**src/rtl/nstb_pkg.sv**
```systemverilog
package nstb_pkg;

  localparam int CFG_W = 32;
  localparam int CNT_W = 6;

  typedef enum logic [2:0] {
    PH_IDLE,
    PH_TURN,
    PH_SETUP,
    PH_STROBE,
    PH_HOLD
  } phase_t;

  typedef enum logic [1:0] {
    KIND_DATA = 2'd0,
    KIND_CMD  = 2'd1,
    KIND_ADDR = 2'd2,
    KIND_RSVD = 2'd3
  } kind_t;

  typedef struct packed {
    logic [3:0] wr_setup;
    logic [5:0] wr_strobe;
    logic [2:0] wr_hold;
    logic [3:0] rd_setup;
    logic [5:0] rd_strobe;
    logic [2:0] rd_hold;
    logic [1:0] turn;
  } timing_t;

  // Field positions follow the timing word layout; bits 31,30,1,0 are unused.
  function automatic timing_t decode_timing(input logic [CFG_W-1:0] w);
    timing_t t;
    t.wr_setup  = w[29:26];
    t.wr_strobe = w[25:20];
    t.wr_hold   = w[19:17];
    t.rd_setup  = w[16:13];
    t.rd_strobe = w[12:7];
    t.rd_hold   = w[6:4];
    t.turn      = w[3:2];
    return t;
  endfunction

  function automatic logic [CNT_W-1:0] setup_len(input timing_t t, input logic wr);
    return wr ? CNT_W'(t.wr_setup) : CNT_W'(t.rd_setup);
  endfunction

  function automatic logic [CNT_W-1:0] strobe_len(input timing_t t, input logic wr);
    return wr ? CNT_W'(t.wr_strobe) : CNT_W'(t.rd_strobe);
  endfunction

  function automatic logic [CNT_W-1:0] hold_len(input timing_t t, input logic wr);
    return wr ? CNT_W'(t.wr_hold) : CNT_W'(t.rd_hold);
  endfunction

endpackage

```
**src/rtl/nstb_level_sync.sv**
```systemverilog
module nstb_level_sync #(
  parameter int STAGES = 2
) (
  input  logic clk,
  input  logic rst_n,
  input  logic d,
  output logic q
);
  logic [STAGES-1:0] sh_q;
  logic [STAGES-1:0] sh_d;

  always_comb begin
    sh_d[0] = d;
    for (int i = 1; i < STAGES; i++) sh_d[i] = sh_q[i-1];
  end

  always_ff @(posedge clk or negedge rst_n) begin
    if (!rst_n) sh_q <= '0;
    else        sh_q <= sh_d;
  end

  assign q = sh_q[STAGES-1];
endmodule

```
**src/rtl/nstb_req_latch.sv**
```systemverilog
module nstb_req_latch
  import nstb_pkg::*;
#(
  parameter int DATA_W = 8
) (
  input  logic              clk,
  input  logic              rst_n,
  input  logic              accept,
  input  logic [CFG_W-1:0]  cfg_word,
  input  logic              req_write,
  input  logic [1:0]        req_kind,
  input  logic [DATA_W-1:0] req_wdata,
  output timing_t           t_live,
  output timing_t           t_held,
  output logic              dir_held,
  output kind_t             kind_held,
  output logic [DATA_W-1:0] wdata_held
);
  timing_t           t_q, t_d;
  logic              dir_q, dir_d;
  kind_t             kind_q, kind_d;
  logic [DATA_W-1:0] wd_q, wd_d;

  assign t_live = decode_timing(cfg_word);

  // Next-state: load on acceptance, hold otherwise.
  always_comb begin
    t_d    = t_q;
    dir_d  = dir_q;
    kind_d = kind_q;
    wd_d   = wd_q;
    if (accept) begin
      t_d    = t_live;
      dir_d  = req_write;
      kind_d = kind_t'(req_kind);
      wd_d   = req_wdata;
    end
  end

  always_ff @(posedge clk or negedge rst_n) begin
    if (!rst_n) begin
      t_q    <= '0;
      dir_q  <= 1'b0;
      kind_q <= KIND_DATA;
      wd_q   <= '0;
    end else begin
      t_q    <= t_d;
      dir_q  <= dir_d;
      kind_q <= kind_d;
      wd_q   <= wd_d;
    end
  end

  assign t_held     = t_q;
  assign dir_held   = dir_q;
  assign kind_held  = kind_q;
  assign wdata_held = wd_q;
endmodule

```
**src/rtl/nstb_phase_fsm.sv**
```systemverilog
module nstb_phase_fsm
  import nstb_pkg::*;
(
  input  logic    clk,
  input  logic    rst_n,
  input  logic    req_valid,
  input  logic    req_write,
  input  timing_t t_live,
  input  timing_t t_held,
  input  logic    dir_held,
  output phase_t  phase,
  output logic    accept,
  output logic    req_ready,
  output logic    acc_done,
  output logic    strobe_last
);
  phase_t           ph_q, ph_d;
  logic [CNT_W-1:0] cnt_q, cnt_d;
  logic             last_dir_q, last_dir_d;
  logic             have_prev_q, have_prev_d;
  logic             cnt_zero;

  assign cnt_zero  = (cnt_q == '0);
  assign req_ready = (ph_q == PH_IDLE);
  assign accept    = req_valid && req_ready;

  always_comb begin
    ph_d        = ph_q;
    cnt_d       = cnt_q;
    last_dir_d  = last_dir_q;
    have_prev_d = have_prev_q;
    case (ph_q)
      PH_IDLE: begin
        if (accept) begin
          last_dir_d  = req_write;
          have_prev_d = 1'b1;
          if (have_prev_q && (last_dir_q != req_write)) begin
            ph_d  = PH_TURN;
            cnt_d = CNT_W'(t_live.turn);
          end else begin
            ph_d  = PH_SETUP;
            cnt_d = setup_len(t_live, req_write);
          end
        end
      end
      PH_TURN: begin
        if (cnt_zero) begin
          ph_d  = PH_SETUP;
          cnt_d = setup_len(t_held, dir_held);
        end else cnt_d = cnt_q - 1'b1;
      end
      PH_SETUP: begin
        if (cnt_zero) begin
          ph_d  = PH_STROBE;
          cnt_d = strobe_len(t_held, dir_held);
        end else cnt_d = cnt_q - 1'b1;
      end
      PH_STROBE: begin
        if (cnt_zero) begin
          ph_d  = PH_HOLD;
          cnt_d = hold_len(t_held, dir_held);
        end else cnt_d = cnt_q - 1'b1;
      end
      PH_HOLD: begin
        if (cnt_zero) ph_d = PH_IDLE;
        else          cnt_d = cnt_q - 1'b1;
      end
      default: ph_d = PH_IDLE;
    endcase
  end

  always_ff @(posedge clk or negedge rst_n) begin
    if (!rst_n) begin
      ph_q        <= PH_IDLE;
      cnt_q       <= '0;
      last_dir_q  <= 1'b0;
      have_prev_q <= 1'b0;
    end else begin
      ph_q        <= ph_d;
      cnt_q       <= cnt_d;
      last_dir_q  <= last_dir_d;
      have_prev_q <= have_prev_d;
    end
  end

  assign phase       = ph_q;
  assign acc_done    = (ph_q == PH_HOLD) && cnt_zero;
  assign strobe_last = (ph_q == PH_STROBE) && cnt_zero;

  // the cycle after the last hold cycle is idle
  a_r8_done_to_idle: assert property (@(posedge clk) disable iff (!rst_n)
    acc_done |=> req_ready);
  // an accepted request makes the block busy at once
  a_r8_accept_busy: assert property (@(posedge clk) disable iff (!rst_n)
    accept |=> !req_ready);
  // the strobe phase is entered only from setup
  a_r2_strobe_after_setup: assert property (@(posedge clk) disable iff (!rst_n)
    $rose(ph_q == PH_STROBE) |-> $past(ph_q == PH_SETUP));
endmodule

```
**src/rtl/nstb_pin_drive.sv**
```systemverilog
module nstb_pin_drive
  import nstb_pkg::*;
#(
  parameter int DATA_W = 8
) (
  input  logic              clk,
  input  logic              rst_n,
  input  phase_t            phase,
  input  logic              strobe_last,
  input  logic              dir_held,
  input  kind_t             kind_held,
  input  logic [DATA_W-1:0] wdata_held,
  input  logic [DATA_W-1:0] bus_din,
  output logic              mem_ce_n,
  output logic              mem_we_n,
  output logic              mem_re_n,
  output logic              mem_cle,
  output logic              mem_ale,
  output logic              mem_wp_n,
  output logic              bus_oe,
  output logic [DATA_W-1:0] bus_dout,
  output logic [DATA_W-1:0] rd_data
);
  logic              active;
  logic              in_strobe;
  logic              cap_en;
  logic [DATA_W-1:0] rd_q, rd_d;

  assign active    = (phase == PH_SETUP) || (phase == PH_STROBE) || (phase == PH_HOLD);
  assign in_strobe = (phase == PH_STROBE);

  assign mem_ce_n = !active;
  assign mem_we_n = !(in_strobe && dir_held);
  assign mem_re_n = !(in_strobe && !dir_held);
  assign mem_cle  = active && (kind_held == KIND_CMD);
  assign mem_ale  = active && (kind_held == KIND_ADDR);
  assign mem_wp_n = active;
  assign bus_oe   = active && dir_held;
  assign bus_dout = wdata_held;

  assign cap_en = strobe_last && !dir_held;

  always_comb begin
    rd_d = rd_q;
    if (cap_en) rd_d = bus_din;
  end

  always_ff @(posedge clk or negedge rst_n) begin
    if (!rst_n) rd_q <= '0;
    else        rd_q <= rd_d;
  end

  assign rd_data = rd_q;

  // never both strobes at once
  a_r3_one_strobe: assert property (@(posedge clk) disable iff (!rst_n)
    !(!mem_we_n && !mem_re_n));
  // command and address latches are exclusive and only under chip enable
  a_r6_latch_excl: assert property (@(posedge clk) disable iff (!rst_n)
    !(mem_cle && mem_ale));
  a_r6_latch_in_ce: assert property (@(posedge clk) disable iff (!rst_n)
    (mem_cle || mem_ale) |-> !mem_ce_n);
  // bus is never driven while a read strobe is active
  a_r4_oe_no_read: assert property (@(posedge clk) disable iff (!rst_n)
    bus_oe |-> mem_re_n);
endmodule

```
**src/rtl/nand_strobe_seq.sv**
```systemverilog
module nand_strobe_seq
  import nstb_pkg::*;
#(
  parameter int DATA_W      = 8,
  parameter int SYNC_STAGES = 2,
  parameter int RST_STAGES  = 2
) (
  input  logic              clk,
  input  logic              rst_n,
  input  logic [31:0]       cfg_word,
  input  logic              req_valid,
  input  logic              req_write,
  input  logic [1:0]        req_kind,
  input  logic [DATA_W-1:0] req_wdata,
  output logic              req_ready,
  output logic              acc_done,
  output logic [DATA_W-1:0] rd_data,
  output logic              mem_ce_n,
  output logic              mem_we_n,
  output logic              mem_re_n,
  output logic              mem_cle,
  output logic              mem_ale,
  output logic              mem_wp_n,
  output logic              bus_oe,
  output logic [DATA_W-1:0] bus_dout,
  input  logic [DATA_W-1:0] bus_din,
  input  logic              mem_rb,
  output logic              dev_ready
);
  logic              rst_n_s;
  timing_t           t_live, t_held;
  logic              dir_held;
  kind_t             kind_held;
  logic [DATA_W-1:0] wdata_held;
  phase_t            phase;
  logic              accept;
  logic              str_last;

  // Reset asserts at once, releases on the clock.
  nstb_level_sync #(.STAGES(RST_STAGES)) u_rst_sync (
    .clk(clk), .rst_n(rst_n), .d(1'b1), .q(rst_n_s)
  );

  nstb_req_latch #(.DATA_W(DATA_W)) u_latch (
    .clk(clk), .rst_n(rst_n_s), .accept(accept), .cfg_word(cfg_word),
    .req_write(req_write), .req_kind(req_kind), .req_wdata(req_wdata),
    .t_live(t_live), .t_held(t_held), .dir_held(dir_held),
    .kind_held(kind_held), .wdata_held(wdata_held)
  );

  nstb_phase_fsm u_fsm (
    .clk(clk), .rst_n(rst_n_s), .req_valid(req_valid), .req_write(req_write),
    .t_live(t_live), .t_held(t_held), .dir_held(dir_held), .phase(phase),
    .accept(accept), .req_ready(req_ready), .acc_done(acc_done),
    .strobe_last(str_last)
  );

  nstb_pin_drive #(.DATA_W(DATA_W)) u_pins (
    .clk(clk), .rst_n(rst_n_s), .phase(phase), .strobe_last(str_last),
    .dir_held(dir_held), .kind_held(kind_held), .wdata_held(wdata_held),
    .bus_din(bus_din), .mem_ce_n(mem_ce_n), .mem_we_n(mem_we_n),
    .mem_re_n(mem_re_n), .mem_cle(mem_cle), .mem_ale(mem_ale),
    .mem_wp_n(mem_wp_n), .bus_oe(bus_oe), .bus_dout(bus_dout),
    .rd_data(rd_data)
  );

  nstb_level_sync #(.STAGES(SYNC_STAGES)) u_rb_sync (
    .clk(clk), .rst_n(rst_n_s), .d(mem_rb), .q(dev_ready)
  );

  // read data changes only right after a last strobe cycle
  a_r5_rdata_hold: assert property (@(posedge clk) disable iff (!rst_n_s)
    !$past(str_last) |-> $stable(rd_data));
  // write protect released exactly while selected
  a_r9_wp_vs_ce: assert property (@(posedge clk) disable iff (!rst_n_s)
    mem_wp_n != mem_ce_n);
endmodule

```
**config.mk**
```make
export PLATFORM = sky130hd
export DESIGN_NAME = nand_strobe_seq
export DESIGN_NICKNAME = d
export VERILOG_FILES = /design/src/rtl/nstb_pkg.sv /design/src/rtl/nstb_level_sync.sv /design/src/rtl/nstb_req_latch.sv /design/src/rtl/nstb_phase_fsm.sv /design/src/rtl/nstb_pin_drive.sv /design/src/rtl/nand_strobe_seq.sv
export SDC_FILE = /design/constraint.sdc
export NUM_CORES = 1
export LEC_CHECK = 0
export BUFFER_PORTS_ARGS = -buffer_cell sky130_fd_sc_hd__buf_2
export CAP_MARGIN = 40
export CORE_MARGIN = 4
export CORE_UTILIZATION = 47
export CTS_CLUSTER_SIZE = 24
export DETAILED_ROUTE_END_ITERATION = 10
export GPL_TIMING_DRIVEN = 0
export PLACE_DENSITY_LB_ADDON = 0.25
export RECOVER_POWER = 50
export SLEW_MARGIN = 5
export SYNTH_ARGS = -nofsm -noshare
export SYNTH_HDL_FRONTEND = slang
export SYNTH_SLANG_ARGS = --single-unit
```
**constraint.sdc**
```tcl
create_clock -name clk -period 1.75 [get_ports clk]
set_input_delay 0.0875 -clock clk [delete_from_list [all_inputs] [get_ports clk]]
set_output_delay 0.0875 -clock clk [all_outputs]
set_load 0.02 [all_outputs]
```
**Word level (Yosys, flattened, before mapping)**

Index checks and enable logic that the tools add are counted.

- Equality and inequality tests: 13
- Reduce and logical (&&, ||, !) cells: 22
- Multiplexer cells: 18
- $add $sub $neg: 1

Operators with widths:

| operator | number |
|---|---|
| $mux 6 | 7 |
| $pmux 6 s5 | 1 |
| $mux 3 | 6 |
| $pmux 3 s5 | 1 |
| $logic_and 1x1->1 | 10 |
| $mux 4 | 2 |
| $eq 3x2->1 const B | 2 |
| $logic_not 6->1 | 1 |
| $ne 2x1->1 const B | 3 |
| $ne 2x2->1 const B | 3 |
| $sub 6x1->6 const B | 1 |
| $reduce_and 5->1 | 1 |
| $reduce_bool 5->1 | 1 |
| $logic_not 1->1 | 4 |
| $eq 3x1->1 const B | 1 |
| $eq 3x3->1 const B | 1 |
| $logic_not 3->1 | 1 |
| $reduce_and 3->1 | 1 |
| $eq 2x1->1 const B | 1 |
| $eq 2x2->1 const B | 1 |
| $logic_or 1x1->1 | 2 |
| $mux 2 | 1 |
| $reduce_and 2->1 | 1 |
| $ne 1x1->1 | 1 |

- Output and inout bits: 26
- Logic and storage cells: 70
- Bits of input ports: 55
- Bits in registers: 60

**Depth between registers and ports, before layout**

Gate-level depths: netlist (run 1).

- Word-level depth: 5
- Depth in mapped cells: 8
- Mapped depth without buffers: 7

**Cells and area by module**

From an unflattened synthesis (run 1), not the netlist that was laid out.

- Cells, all modules: 310
- Area total of the unflattened synthesis: 3575.9 um^2

Modules (own cells, without submodules):

| module | area an instance (um^2) | cells an instance | seq. area each (um^2) | times used |
|---|---|---|---|---|
| nstb_req_latch | 1704.1 | 110 | 975.9 | 1 |
| nstb_phase_fsm | 1310.0 | 158 | 275.3 | 1 |
| nstb_pin_drive | 457.9 | 37 | 200.2 | 1 |
| nstb_level_sync | 50.0 | 2 | 50.0 | 2 |
| nand_strobe_seq | 3.8 | 1 | 0.0 | 1 |

**Worst setup path before layout (run 1)**

Ideal clock, no wire load.

- Kind: flip-flop to output port
- Start point: register u_fsm.ph_q[0], in the netlist u_fsm.phase[0]
- End point: output mem_ale
- Path slack: 0.006 ns
- Stages on the path, launching flop included: 6
- Arrival: 1.656 ns
- Data required time: 1.662 ns
- Buffers on the path: 1
- Cell sequence: dfrtp_1 -> buf_2 -> nor2_1 -> nand2_1 -> o21a_1 -> nor3b_1

- Longest elaborated chain between the ends: 4
- Elaborated cells between the ends (all ways): 6
- Classes of those cells: eq/ne (3); reduce/logical (3)

RTL lines:

| what | line | text |
|---|---|---|
| from (decl) | nstb_phase_fsm.sv:17 | `phase_t ph_q, ph_d;` |
| from (signal assigned) | nstb_phase_fsm.sv:79 | `ph_q <= ph_d;` |
| $eq 3x2->1 | nstb_pin_drive.sv:29 | `assign active = (phase == PH_SETUP) \|\| (phase == PH_STROBE) \|\| (phase == PH_HOLD);` |
| $logic_or 1x1->1 | nstb_pin_drive.sv:29 |  |
| $logic_or 1x1->1 (*) | nstb_pin_drive.sv:29 |  |
| $logic_and 1x1->1 (*) | nstb_pin_drive.sv:36 | `assign mem_ale = active && (kind_held == KIND_ADDR);` |
| to (decl) | nand_strobe_seq.sv:22 | `output logic mem_ale,` |

Mark *: on every way between the ends. The rest lies on a longest branch, timed or not.

**Final worst setup path (run 1)**

- Start point: register u_fsm.cnt_q[0]
- End point: register u_fsm.cnt_q[0]

- Longest elaborated chain between the ends: 3
- Elaborated cells between the ends (all ways): 9
- Classes of those cells: add/sub (1); eq/ne (1); mux (5); reduce/logical (2)

RTL lines:

| what | line | text |
|---|---|---|
| from (decl) | nstb_phase_fsm.sv:18 | `logic [CNT_W-1:0] cnt_q, cnt_d;` |
| from (signal assigned) | nstb_phase_fsm.sv:80 | `cnt_q <= cnt_d;` |
| $sub 6x1->6 or $logic_not 6->1 (tied branches) | n/a |  |
| $mux 6 (tied with other cells) | nstb_phase_fsm.sv:65 | `if (cnt_zero) ph_d = PH_IDLE;` |
| $pmux 6 s5 or $reduce_and 3->1 (tied branches) | n/a |  |

Parallel ways exist; a longest one is shown, timed or not. The select of a mux whose other input is x is not followed.
A chain may end at the register's enable or synchronous reset.

==> results_dict.tcl, run 1 <==
set metrics [dict create \
    std_cell_rows 28 \
    synthesis.yosys.warnings 0 \
    initialDrtViolationCount 279 \
    synth-seq-cells 59 \
    wl_um 8180 \
    largest_net_degree_at_the_start_of_global_routing 36 \
    post-synth-top-area-fraction_pct 49.5 \
    setup.reg_to_reg.worst_slack_ns -0.06 \
    synth_commonest_cells "sky130_fd_sc_hd__dfrtp_1 (59), sky130_fd_sc_hd__nand2_1 (42), sky130_fd_sc_hd__mux2_2 (30)" \
    tritoncts_clock_tree "yes" \
    syn-instance-count 267 \
    max_freq_ghz 0.553 \
    final_design_area_no_fill_um2 4420 \
    rsz0062_at_grt "true" \
    timing.critical_path.to "u_fsm.cnt_q[0]" \
    first_pass_iters 5 \
    grt_pass1_wl_um 12800 \
    dominant_cells_by_area_after_synthesis "sky130_fd_sc_hd__dfrtp_1 (49%), sky130_fd_sc_hd__mux2_2 (11%), sky130_fd_sc_hd__nand2_1 (5.3%)" \
    globalRouteTotalUtil_pct 21.7 \
    netlist.top_cell.by_area "sky130_fd_sc_hd__dfrtp_1" \
    floorplan.initialDensity_pct 49.5 \
    post_route_cells_drive_above_1_share_pct 43.8 \
    worst_slack_ns -0.0596 \
    clockRootBuffer "sky130_fd_sc_hd__clkbuf_8" \
    number_of_flops_mapped_to_enable_cells_by_yosys 0 \
    placeableCoreArea_um2 6030 \
    dpl.hpwl_um 5070 \
    timing.rr.end "u_fsm.cnt_q[0]" \
    placed_cell_area_um2 3480 \
    first_global_vias 2759 \
    cp.arrival_ns 2.04 \
    detail_route.drc_violations 0 \
    cts_num_sinks 59 \
    routedWlPerCell_um 16.2 \
    timing_hold_violations_final 0 \
    clkTransAtPathRegs_ns 0.08 \
    slew_at_the_pin_closest_to_its_max_slew_limit_ns 0.910 \
    postSynthNetCount 324 \
    port-buffer-count 75 \
    avgSynthCellArea_um2 11.2 \
    antenna_found_initial 0 \
    run_status "finished with violations" \
    cts-root-to-sink-buffers 2 \
    leakage_power_summed_over_all_cells_nw 2.09 \
    via_count 2689 \
    clock-skew-final_ns 0.00664 \
    diodes 0 \
    critical_path.reg2reg.startpoint "u_fsm.cnt_q[0]" \
    grt_overflow 0 \
    height_of_the_die_um 87.7 \
    fin_util_pct 73.4 \
    fin_nets 481 \
    critical_path_fanout_max 5 \
    drtAntennaViolNets 0 \
    area_growth_pct 48.2 \
    worst_setup_start_kind "flip-flop" \
    worst_hold_path_type "in2async" \
    number_of_h_tree_levels 3 \
    timing.reg2reg.worst_path_depth 8 \
    synthDistinctLibCells 50 \
    final_min_period_over_clock_period_pct 103 \
    yosys.cell_count.top_type "sky130_fd_sc_hd__dfrtp_1" \
    maxCapViolCount 0 \
    peakVddDrop_uv 1010 \
    place_ws_ns -0.236 \
    ios 81 \
    dieArea_um2 7690 \
    async_flop_share_pct 100 \
    cts_made_buffers 9 \
    clock_latency_ns 0.35 \
    post_synth_instance_area_um2 2990 \
    synth_sequential_area_ratio_pct 49.5 \
    fin_crit_ns 1.81 \
    die_w_um 87.7 \
    place_congestion 0.878 \
    violations "negative setup slack" \
    power.density_cell_area_nw_per_um2 1590 \
    crit_path_end_kind "flip-flop" \
    worst-setup-path-type "reg2reg" \
    launching_instance_or_port_of_the_critical_path "u_fsm.cnt_q[0]" \
    max_slew_margin_pct 39.4 \
    drt-vias-per-instance 5.34 \
    worst_path_required_ns 1.98 \
    max_slew_vio_count 0 \
    ys_dominant_reg_cell "sky130_fd_sc_hd__dfrtp_1" \
    timing.final.setup_violations 2 \
]
-- logic make-up (layout without fill, tap and decap cells) --
logic type	Yosys count	count (layout)	synth area share [%]
AO/OA/AOI/OAI	40	40	9.51
XOR/XNOR	5	5	1.47
adder cells (fa/ha/maj)	2	2	0.838
buffers and inverters	23	185	4.11
flip-flops	59	59	49.5
multiplexers	47	47	19.6
other	1	1	0.126
AND/OR/NAND/NOR	90	90	14.9
-- critical path, stage by stage (launching register included) --
cell                        delay (ns)
sky130_fd_sc_hd__dfrtp_1          0.39
sky130_fd_sc_hd__inv_2            0.10
sky130_fd_sc_hd__ha_4             0.17
sky130_fd_sc_hd__nand2b_4         0.07
sky130_fd_sc_hd__nor4_4           0.23
sky130_fd_sc_hd__buf_6            0.17
sky130_fd_sc_hd__nor2_4           0.04
sky130_fd_sc_hd__xnor2_2          0.13
sky130_fd_sc_hd__a2111oi_2        0.38
-- what timing repair did --
action	in CTS	in global routing
gates resized for setup	20	20
pin swaps	5	5
buffers inserted	15	9
hold buffers	46	0
endpoints found under the setup margin	18	14
hold endpoints to repair	47	0
-- stage by stage --
step | std cells | power (mW) | TNS, ns | hold slack [ns]
floorplan | 267 | 4.40 | 0 | -0.208
global placement | 417 | 5.07 | -0.640 | -0.127
detailed placement | 418 | 5.17 | -0.782 | -0.126
CTS | 495 | 6.89 | -0.0130 | 0.0292
global route | 504 | 7.50 | -0.628 | 0.0497
finish | 504 | 7.05 | -0.0943 | 0.0497
-- cell usage in the layout, fill, tap and decap left out, types with 2 or more instances in the layout --
cell	instances
sky130_fd_sc_hd__a211oi_1	3
sky130_fd_sc_hd__a21oi_1	5
sky130_fd_sc_hd__a311oi_1	2
sky130_fd_sc_hd__a31oi_1	7
sky130_fd_sc_hd__buf_2	67
sky130_fd_sc_hd__buf_4	32
sky130_fd_sc_hd__buf_6	6
sky130_fd_sc_hd__clkbuf_1	10
sky130_fd_sc_hd__clkbuf_2	2
sky130_fd_sc_hd__clkbuf_8	9
sky130_fd_sc_hd__dfrtp_1	57
sky130_fd_sc_hd__dfrtp_2	2
sky130_fd_sc_hd__dlygate4sd3_1	46
sky130_fd_sc_hd__inv_1	3
sky130_fd_sc_hd__inv_2	2
sky130_fd_sc_hd__inv_6	3
sky130_fd_sc_hd__mux2_2	30
sky130_fd_sc_hd__mux2_4	8
sky130_fd_sc_hd__mux2i_1	6
sky130_fd_sc_hd__mux4_2	3
sky130_fd_sc_hd__nand2_1	41
sky130_fd_sc_hd__nand2b_1	4
sky130_fd_sc_hd__nand3_1	6
sky130_fd_sc_hd__nand3b_1	2
sky130_fd_sc_hd__nor2_1	11
sky130_fd_sc_hd__nor2_2	2
sky130_fd_sc_hd__nor2_4	2
sky130_fd_sc_hd__nor3_1	7
sky130_fd_sc_hd__nor3b_2	2
sky130_fd_sc_hd__o211ai_1	2
sky130_fd_sc_hd__o21ai_0	8
sky130_fd_sc_hd__xnor2_1	2
sky130_fd_sc_hd__xor2_1	2
-- worst min-delay path by stage --
stage,startpoint,end,slack (ns),depth (start not counted)
after CTS,rst_n,u_rst_sync.sh_q[1],0.03,2
after global routing,rst_n,u_rst_sync.sh_q[0],0.05,2
after floorplan,rst_n,u_rst_sync.sh_q[0],-0.21,0
final,rst_n,u_rst_sync.sh_q[1],0.05,2
after global placement,rst_n,u_rst_sync.sh_q[0],-0.13,1
after detailed placement,rst_n,u_rst_sync.sh_q[0],-0.13,1
-- cell type report --
class	count	area [µm²]
fill	422	1600
sequential	59	1480
multi-input combinational	185	1470
timing repair buffer	146	1030
buffer	18	125
clock buffer	9	124
tap	75	93.8
clock inverter	7	83.8
inverter	5	18.8
-- flip-flops by register name, summed over array words and instances, names as in the netlist --
register            cells
u_latch.t_held         26
u_latch.wdata_held      8
u_pins.rd_data          8
u_fsm.cnt_q             6
u_fsm.phase             3
u_latch.kind_held       2
u_rb_sync.sh_q          2
u_rst_sync.sh_q         2
u_fsm.have_prev_q       1
u_fsm.last_dir_q        1
-- power by group --
part           total, mW  internal (mW)  switching [mW]
sequential          2.38           1.98           0.394
combinational       3.36           1.71            1.65
clock               1.32          0.684           0.633
total               7.05           4.38            2.67
-- layer usage --
layer	track usage, %	vias to the layer above	wire (µm)
met1	26.9	1290	3170
met5	0	-	0
li1	-	1266	-
met2	36.3	107	4330
met4	9.90	0	189
met3	4.52	26	481
Note: power is estimated with default switching activity, not from simulation.
==> inputs of run 2 (changes only) <==
--- a/config.mk
+++ b/config.mk
@@ -7,8 +7,10 @@
 export LEC_CHECK = 0
 export BUFFER_PORTS_ARGS = -buffer_cell sky130_fd_sc_hd__buf_2
 export CAP_MARGIN = 40
+export CELL_PAD_IN_SITES_DETAIL_PLACEMENT = 1
+export CELL_PAD_IN_SITES_GLOBAL_PLACEMENT = 1
 export CORE_MARGIN = 4
-export CORE_UTILIZATION = 47
+export CORE_UTILIZATION = 36
 export CTS_CLUSTER_SIZE = 24
 export DETAILED_ROUTE_END_ITERATION = 10
 export GPL_TIMING_DRIVEN = 0
==> run 2 against run 1 <==
- the flow still finishes with violations (negative setup slack)
- core utilization decreased by 16 points
- clock power grew 20%
- wire length increased by 28%
- critical path depth decreased by 2
- setup slack lost 0.069 ns
- via count increased by 1.4%
- non-clock buffer count up 5
- worst hold slack got worse by 0.032 ns
- flip-flop and latch count is the same
- critical path type unchanged
- critical endpoint is now u_fsm.cnt_q[1]
- largest cell class is now multi-input combinational cells
- largest power group unchanged
==> results_dict.tcl, run 2 (synthesized netlist as in run 1, its figures left out) <==
set metrics [dict create \
    port-buffer-count 75 \
    cts_num_sinks 59 \
    cp_top_family "compound AO/OA/AOI/OAI gates" \
    timing.final.setup_violations 1 \
    ios 81 \
    critical_path.reg2reg.startpoint "u_fsm.last_dir_q" \
    worst_hold_path_type "in2reg" \
    clkTransAtPathRegs_ns 0.08 \
    height_of_the_die_um 99.1 \
    cts-root-to-sink-buffers 2 \
    multiInputGateArea_um2 1480 \
    grt_overflow 0 \
    fin_crit_ns 1.88 \
    seq_power_share_pct 31.2 \
    clock-skew-final_ns 0.00858 \
    std_cell_rows 32 \
    max_freq_ghz 0.532 \
    max_slew_vio_count 0 \
    placed_cells 445 \
    sw_frac_of_total_pct 37.7 \
    area_growth_pct 52.9 \
    dpl.hpwl_um 6040 \
    placeableCoreArea_um2 7890 \
    min_delay_path_depth 3 \
    worst-setup-path-type "reg2reg" \
    cp.arrival_ns 2.10 \
    fin_nets 486 \
    drt-vias-per-instance 5.09 \
    fill_cell_count 853 \
    clock_latency_ns 0.34 \
    antenna_found_initial 0 \
    min_delay_endpoint "u_latch.t_held[25]" \
    violations "negative setup slack" \
    clock_power_share_pct 20.5 \
    first_global_vias 3052 \
    worst_path_required_ns 1.97 \
    timing.reg2reg.worst_path_depth 6 \
    final_design_area_no_fill_um2 4560 \
    fin_hold_ws_ns 0.0180 \
    timing_hold_violations_final 0 \
    power.density_cell_area_nw_per_um2 1680 \
    rsz0062_at_grt "true" \
    largest_net_degree_at_the_start_of_global_routing 36 \
    final_min_period_over_clock_period_pct 107 \
    leakage_power_summed_over_all_cells_nw 2.15 \
    number_of_h_tree_levels 3 \
    worst_slack_ns -0.128 \
    timing.hold.worst.start "cfg_word[27]" \
    place_ws_ns -0.221 \
    cp_slowest_cell "sky130_fd_sc_hd__a222oi_1" \
    routedWlPerCell_um 19.6 \
    worst_setup_start_kind "flip-flop" \
    worst_path_largest_cell_delay_ns 0.41 \
    dieArea_um2 9810 \
    place_congestion 0.843 \
    path_buf_inv 2 \
    die_w_um 99.1 \
    wl_um 10500 \
    clockRootBuffer "sky130_fd_sc_hd__clkbuf_8" \
    setup.reg_to_reg.worst_slack_ns -0.13 \
    floorplan.initialDensity_pct 37.8 \
    detail_route.drc_violations 0 \
    peakVddDrop_uv 871 \
    mostFrequentLayoutCell "sky130_fd_sc_hd__buf_2" \
    internal_power_contribution_mw 4.79 \
    cts_made_buffers 9 \
    drtAntennaViolNets 0 \
    critical_path_fanout_max 10 \
    run_status "finished with violations" \
    timing.rr.end "u_fsm.cnt_q[1]" \
    max_slew_margin_pct 35.4 \
    crit_path_end_kind "flip-flop" \
    tritoncts_clock_tree "yes" \
    comb_power_share_pct 48.2 \
    post_route_cells_drive_above_1_share_pct 47.0 \
    grt_pass1_wl_um 16300 \
    diodes 0 \
    globalRouteTotalUtil_pct 21.4 \
    first_pass_iters 4 \
    maxCapViolCount 0 \
    seqCellArea_um2 1480 \
    timing.critical_path.cells "buf_6 > buf_2 > mux2i_1 > o211ai_1 > a222oi_1 > nor2_1" \
    largest_register_ff_count 26 \
    slew_at_the_pin_closest_to_its_max_slew_limit_ns 0.969 \
    placed_cell_area_um2 3510 \
    layout.cells.most_common_list "sky130_fd_sc_hd__buf_2 (72), sky130_fd_sc_hd__dfrtp_1 (56), sky130_fd_sc_hd__dlygate4sd3_1 (45)" \
    via_count 2727 \
    instances_no_fill 536 \
    initialDrtViolationCount 91 \
    p_switching_mw 2.90 \
]
==> run 2: cell types whose count changed in the layout (fill, tap and decap cells not counted), sizes merged <==
cell,before,now
buf,105,116
bufinv,1,3
clkbuf,22,17
clkinv,1,2
dlygate4sd3,46,45
inv,9,6
==> run 2: worst max-delay path by stage <==
stage	slack, ns	from	depth (start not counted)	end
final	-0.13	u_fsm.last_dir_q	6	u_fsm.cnt_q[1]
after global placement	-0.22	u_fsm.cnt_q[0]	7	u_fsm.cnt_q[0]
after CTS	-0.01	u_fsm.cnt_q[1]	8	u_fsm.cnt_q[1]
after floorplan	0.006	u_fsm.phase[0]	5	mem_ale
after detailed placement	-0.22	u_fsm.cnt_q[0]	7	u_fsm.cnt_q[0]
after global routing	-0.22	u_fsm.last_dir_q	6	u_fsm.cnt_q[1]
==> run 2: per-stage QoR <==
step,setup TNS [ns],power (mW),utilization (%)
after CTS,-0.0116,7.32,56.3
after floorplan,0,4.40,-
after global placement,-0.992,5.12,44.2
after global routing,-2.04,8.12,57.9
after detailed placement,-1.28,5.24,44.5
final,-0.128,7.69,57.9
==> run 2: cell type report <==
class                      count  area share, %
multi-input combinational    185           32.5
sequential                    59           32.4
timing repair buffer         151           23.6
buffer                        18           2.82
tap                          102           2.80
clock buffer                   9           2.71
clock inverter                 7           2.71
inverter                       5          0.411
==> run 2: worst reg2reg max path: stages (launching register included) <==
cell,delay (ns)
sky130_fd_sc_hd__dfrtp_1,0.37
sky130_fd_sc_hd__buf_6,0.13
sky130_fd_sc_hd__buf_2,0.26
sky130_fd_sc_hd__mux2i_1,0.31
sky130_fd_sc_hd__o211ai_1,0.19
sky130_fd_sc_hd__a222oi_1,0.41
sky130_fd_sc_hd__nor2_1,0.08
==> run 2: what timing repair did <==
action | CTS | global route
pin swaps | 6 | 7
buffers inserted | 22 | 8
hold buffers | 45 | 0
endpoints found under the hold margin | 46 | 0
endpoints found under the setup margin | 29 | 40
gates resized for setup | 21 | 28
==> run 2: metal layers <==
| layer | track usage (%) | vias up | routed length [µm] |
|---|---|---|---|
| met2 | 40.4 | 77 | 5940 |
| met4 | 6.83 | 0 | 157 |
| met5 | 0 | - | 0 |
| met1 | 23.7 | 1356 | 3950 |
| li1 | - | 1280 | - |
| met3 | 4.60 | 14 | 435 |
==> run 2: power by group through the flow <==
stage | Sequential [mW] | Combinational [mW] | Clock, mW
2_1_floorplan | 2.57 | 1.83 | 0
3_3_place_gp | 2.42 | 2.70 | 0
3_5_place_dp | 2.45 | 2.80 | 0
4_1_cts | 2.37 | 3.36 | 1.60
5_1_grt | 2.47 | 3.97 | 1.67
6_report | 2.40 | 3.71 | 1.58
==> inputs of run 3 (changes only) <==
--- a/config.mk
+++ b/config.mk
@@ -9,7 +9,6 @@
 export CAP_MARGIN = 40
 export CELL_PAD_IN_SITES_DETAIL_PLACEMENT = 1
 export CELL_PAD_IN_SITES_GLOBAL_PLACEMENT = 1
-export CORE_MARGIN = 4
 export CORE_UTILIZATION = 36
 export CTS_CLUSTER_SIZE = 24
 export DETAILED_ROUTE_END_ITERATION = 10
==> run 3 against run 2 <==
- the run still ends with negative setup slack left
- global-route usage up 1.3 points
- sequential share of layout area increased by 0.39 points
- core utilization down 0.68 points
- wire length fell by 6.6%
- maximum frequency up 3.3%
- non-clock buffer count shrank 2
- critical path type unchanged
- largest power group unchanged
==> results_dict.tcl, run 3 (synthesized netlist as in run 1, its figures left out) <==
set metrics [dict create \
    run_status "finished with violations" \
    violations "negative setup slack" \
    grt_overflow 0 \
    max_slew_vio_count 0 \
    die_w_um 93.1 \
    final_design_area_no_fill_um2 4510 \
    critical_path.reg2reg.startpoint "u_fsm.phase[1]" \
    crit_path_end_kind "flip-flop" \
    floorplan.initialDensity_pct 37.8 \
    setup.reg_to_reg.worst_slack_ns -0.07 \
    cp.arrival_ns 2.04 \
    leakage_power_summed_over_all_cells_nw 2.11 \
    timing.reg2reg.worst_path_depth 7 \
    largest_register_ff_count 26 \
    post_route_cells_drive_above_1_share_pct 44.4 \
    first_global_vias 3062 \
    cts_made_buffers 9 \
    p_switching_mw 2.81 \
    std_cell_rows 32 \
    fin_util_pct 57.2 \
    max_slew_margin_pct 39.5 \
    clock_power_share_pct 17.7 \
    clockRootBuffer "sky130_fd_sc_hd__clkbuf_8" \
    slew_at_the_pin_closest_to_its_max_slew_limit_ns 0.908 \
    diodes 0 \
    antenna_found_initial 0 \
    placeableCoreArea_um2 7890 \
    mostFrequentLayoutCell "sky130_fd_sc_hd__buf_2" \
    timing.rr.end "u_fsm.cnt_q[1]" \
    dpl.hpwl_um 5640 \
    largest_net_degree_at_the_start_of_global_routing 37 \
    detail_route.drc_violations 0 \
    power.density_cell_area_nw_per_um2 1610 \
    instances_no_fill 534 \
    critical_path_fanout_max 5 \
    first_pass_iters 4 \
    max_freq_ghz 0.550 \
    rsz0062_at_grt "true" \
    timing.final.setup_violations 2 \
    place_congestion 0.814 \
    placed_cells 445 \
    sw_frac_of_total_pct 38.6 \
    drtAntennaViolNets 0 \
    worst_path_required_ns 1.97 \
    clock-skew-final_ns 0.0122 \
    placed_cell_area_um2 3510 \
    report.power.total_mw 7.27 \
    fin_hold_ws_ns 0.0546 \
    grt_pass1_wl_um 15000 \
    final_min_period_over_clock_period_pct 104 \
    peakVddDrop_uv 826 \
    fin_crit_ns 1.82 \
    worst_slack_ns -0.0678 \
    globalRouteTotalUtil_pct 22.7 \
    maxCapViolCount 0 \
    ios 81 \
    seq_power_share_pct 33.4 \
    internal_power_contribution_mw 4.47 \
    place_ws_ns -0.247 \
    via_count 2719 \
    layout.cells.most_common_list "sky130_fd_sc_hd__buf_2 (67), sky130_fd_sc_hd__dfrtp_1 (56), sky130_fd_sc_hd__dlygate4sd3_1 (46)" \
    timing_hold_violations_final 0 \
    worst_setup_start_kind "flip-flop" \
    drt-vias-per-instance 5.09 \
    number_of_h_tree_levels 3 \
    area_growth_pct 51.0 \
    wl_um 9790 \
    cts_num_sinks 59 \
    initialDrtViolationCount 115 \
    height_of_the_die_um 93.1 \
    port-buffer-count 75 \
    tritoncts_clock_tree "yes" \
    worst-setup-path-type "reg2reg" \
    routedWlPerCell_um 18.3 \
    comb_power_share_pct 48.9 \
    fin_nets 484 \
    dieArea_um2 8660 \
    worst_hold_path_type "in2async" \
    finalSetupTns_ns -0.0820 \
    cts-root-to-sink-buffers 2 \
    clock_latency_ns 0.35 \
    clkTransAtPathRegs_ns 0.07 \
]
[run 3: worst max-delay path by stage]
stage                               from        endpoint  slack, ns  cells after the start
after global routing      u_fsm.phase[1]  u_fsm.cnt_q[1]      -0.14                      7
after floorplan           u_fsm.phase[0]         mem_ale      0.006                      5
after CTS                 u_fsm.phase[0]         mem_cle      0.003                      6
after global placement    u_fsm.cnt_q[0]  u_fsm.cnt_q[0]      -0.21                      7
after detailed placement  u_fsm.cnt_q[0]  u_fsm.cnt_q[0]      -0.25                      7
final                     u_fsm.phase[1]  u_fsm.cnt_q[1]      -0.07                      7
[run 3: layer usage]
metal	vias to the layer above	global-route usage (%)	share of wire (%)
met2	62	40.5	54
li1	1268	-	-
met1	1368	26.4	40
met5	-	0	0
met3	21	5.45	3.1
met4	0	8.46	2.5
[run 3: what timing repair did]
action,CTS,global route
setup buffers,13,14
resized for setup,20,24
hold buffers,46,0
endpoints found under the hold margin,47,0
pin swaps,5,6
setup endpoints to repair,30,22
[run 3: power by group through the flow]
stage	Clock [mW]	Combinational (mW)	Sequential, mW
floorplan	0	1.83	2.57
global placement	0	2.69	2.42
detailed placement	0	2.78	2.44
CTS	1.30	3.20	2.40
global route	1.37	3.82	2.53
finish	1.29	3.55	2.43
[run 3: worst max-delay path, stage by stage (launching register included)]
cell                       delay, ns
sky130_fd_sc_hd__dfrtp_1        0.43
sky130_fd_sc_hd__buf_6          0.15
sky130_fd_sc_hd__buf_4          0.16
sky130_fd_sc_hd__mux4_2         0.30
sky130_fd_sc_hd__nand2_2        0.08
sky130_fd_sc_hd__o211ai_1       0.11
sky130_fd_sc_hd__a222oi_1       0.38
sky130_fd_sc_hd__nor2_1         0.09
[run 3: final cells by class]
cell class	instances	area [µm²]
clock inverter	6	63.8
multi-input combinational	185	1470
fill	857	3380
sequential	59	1480
tap	102	128
clock buffer	10	138
inverter	5	18.8
buffer	18	138
timing repair buffer	149	1080
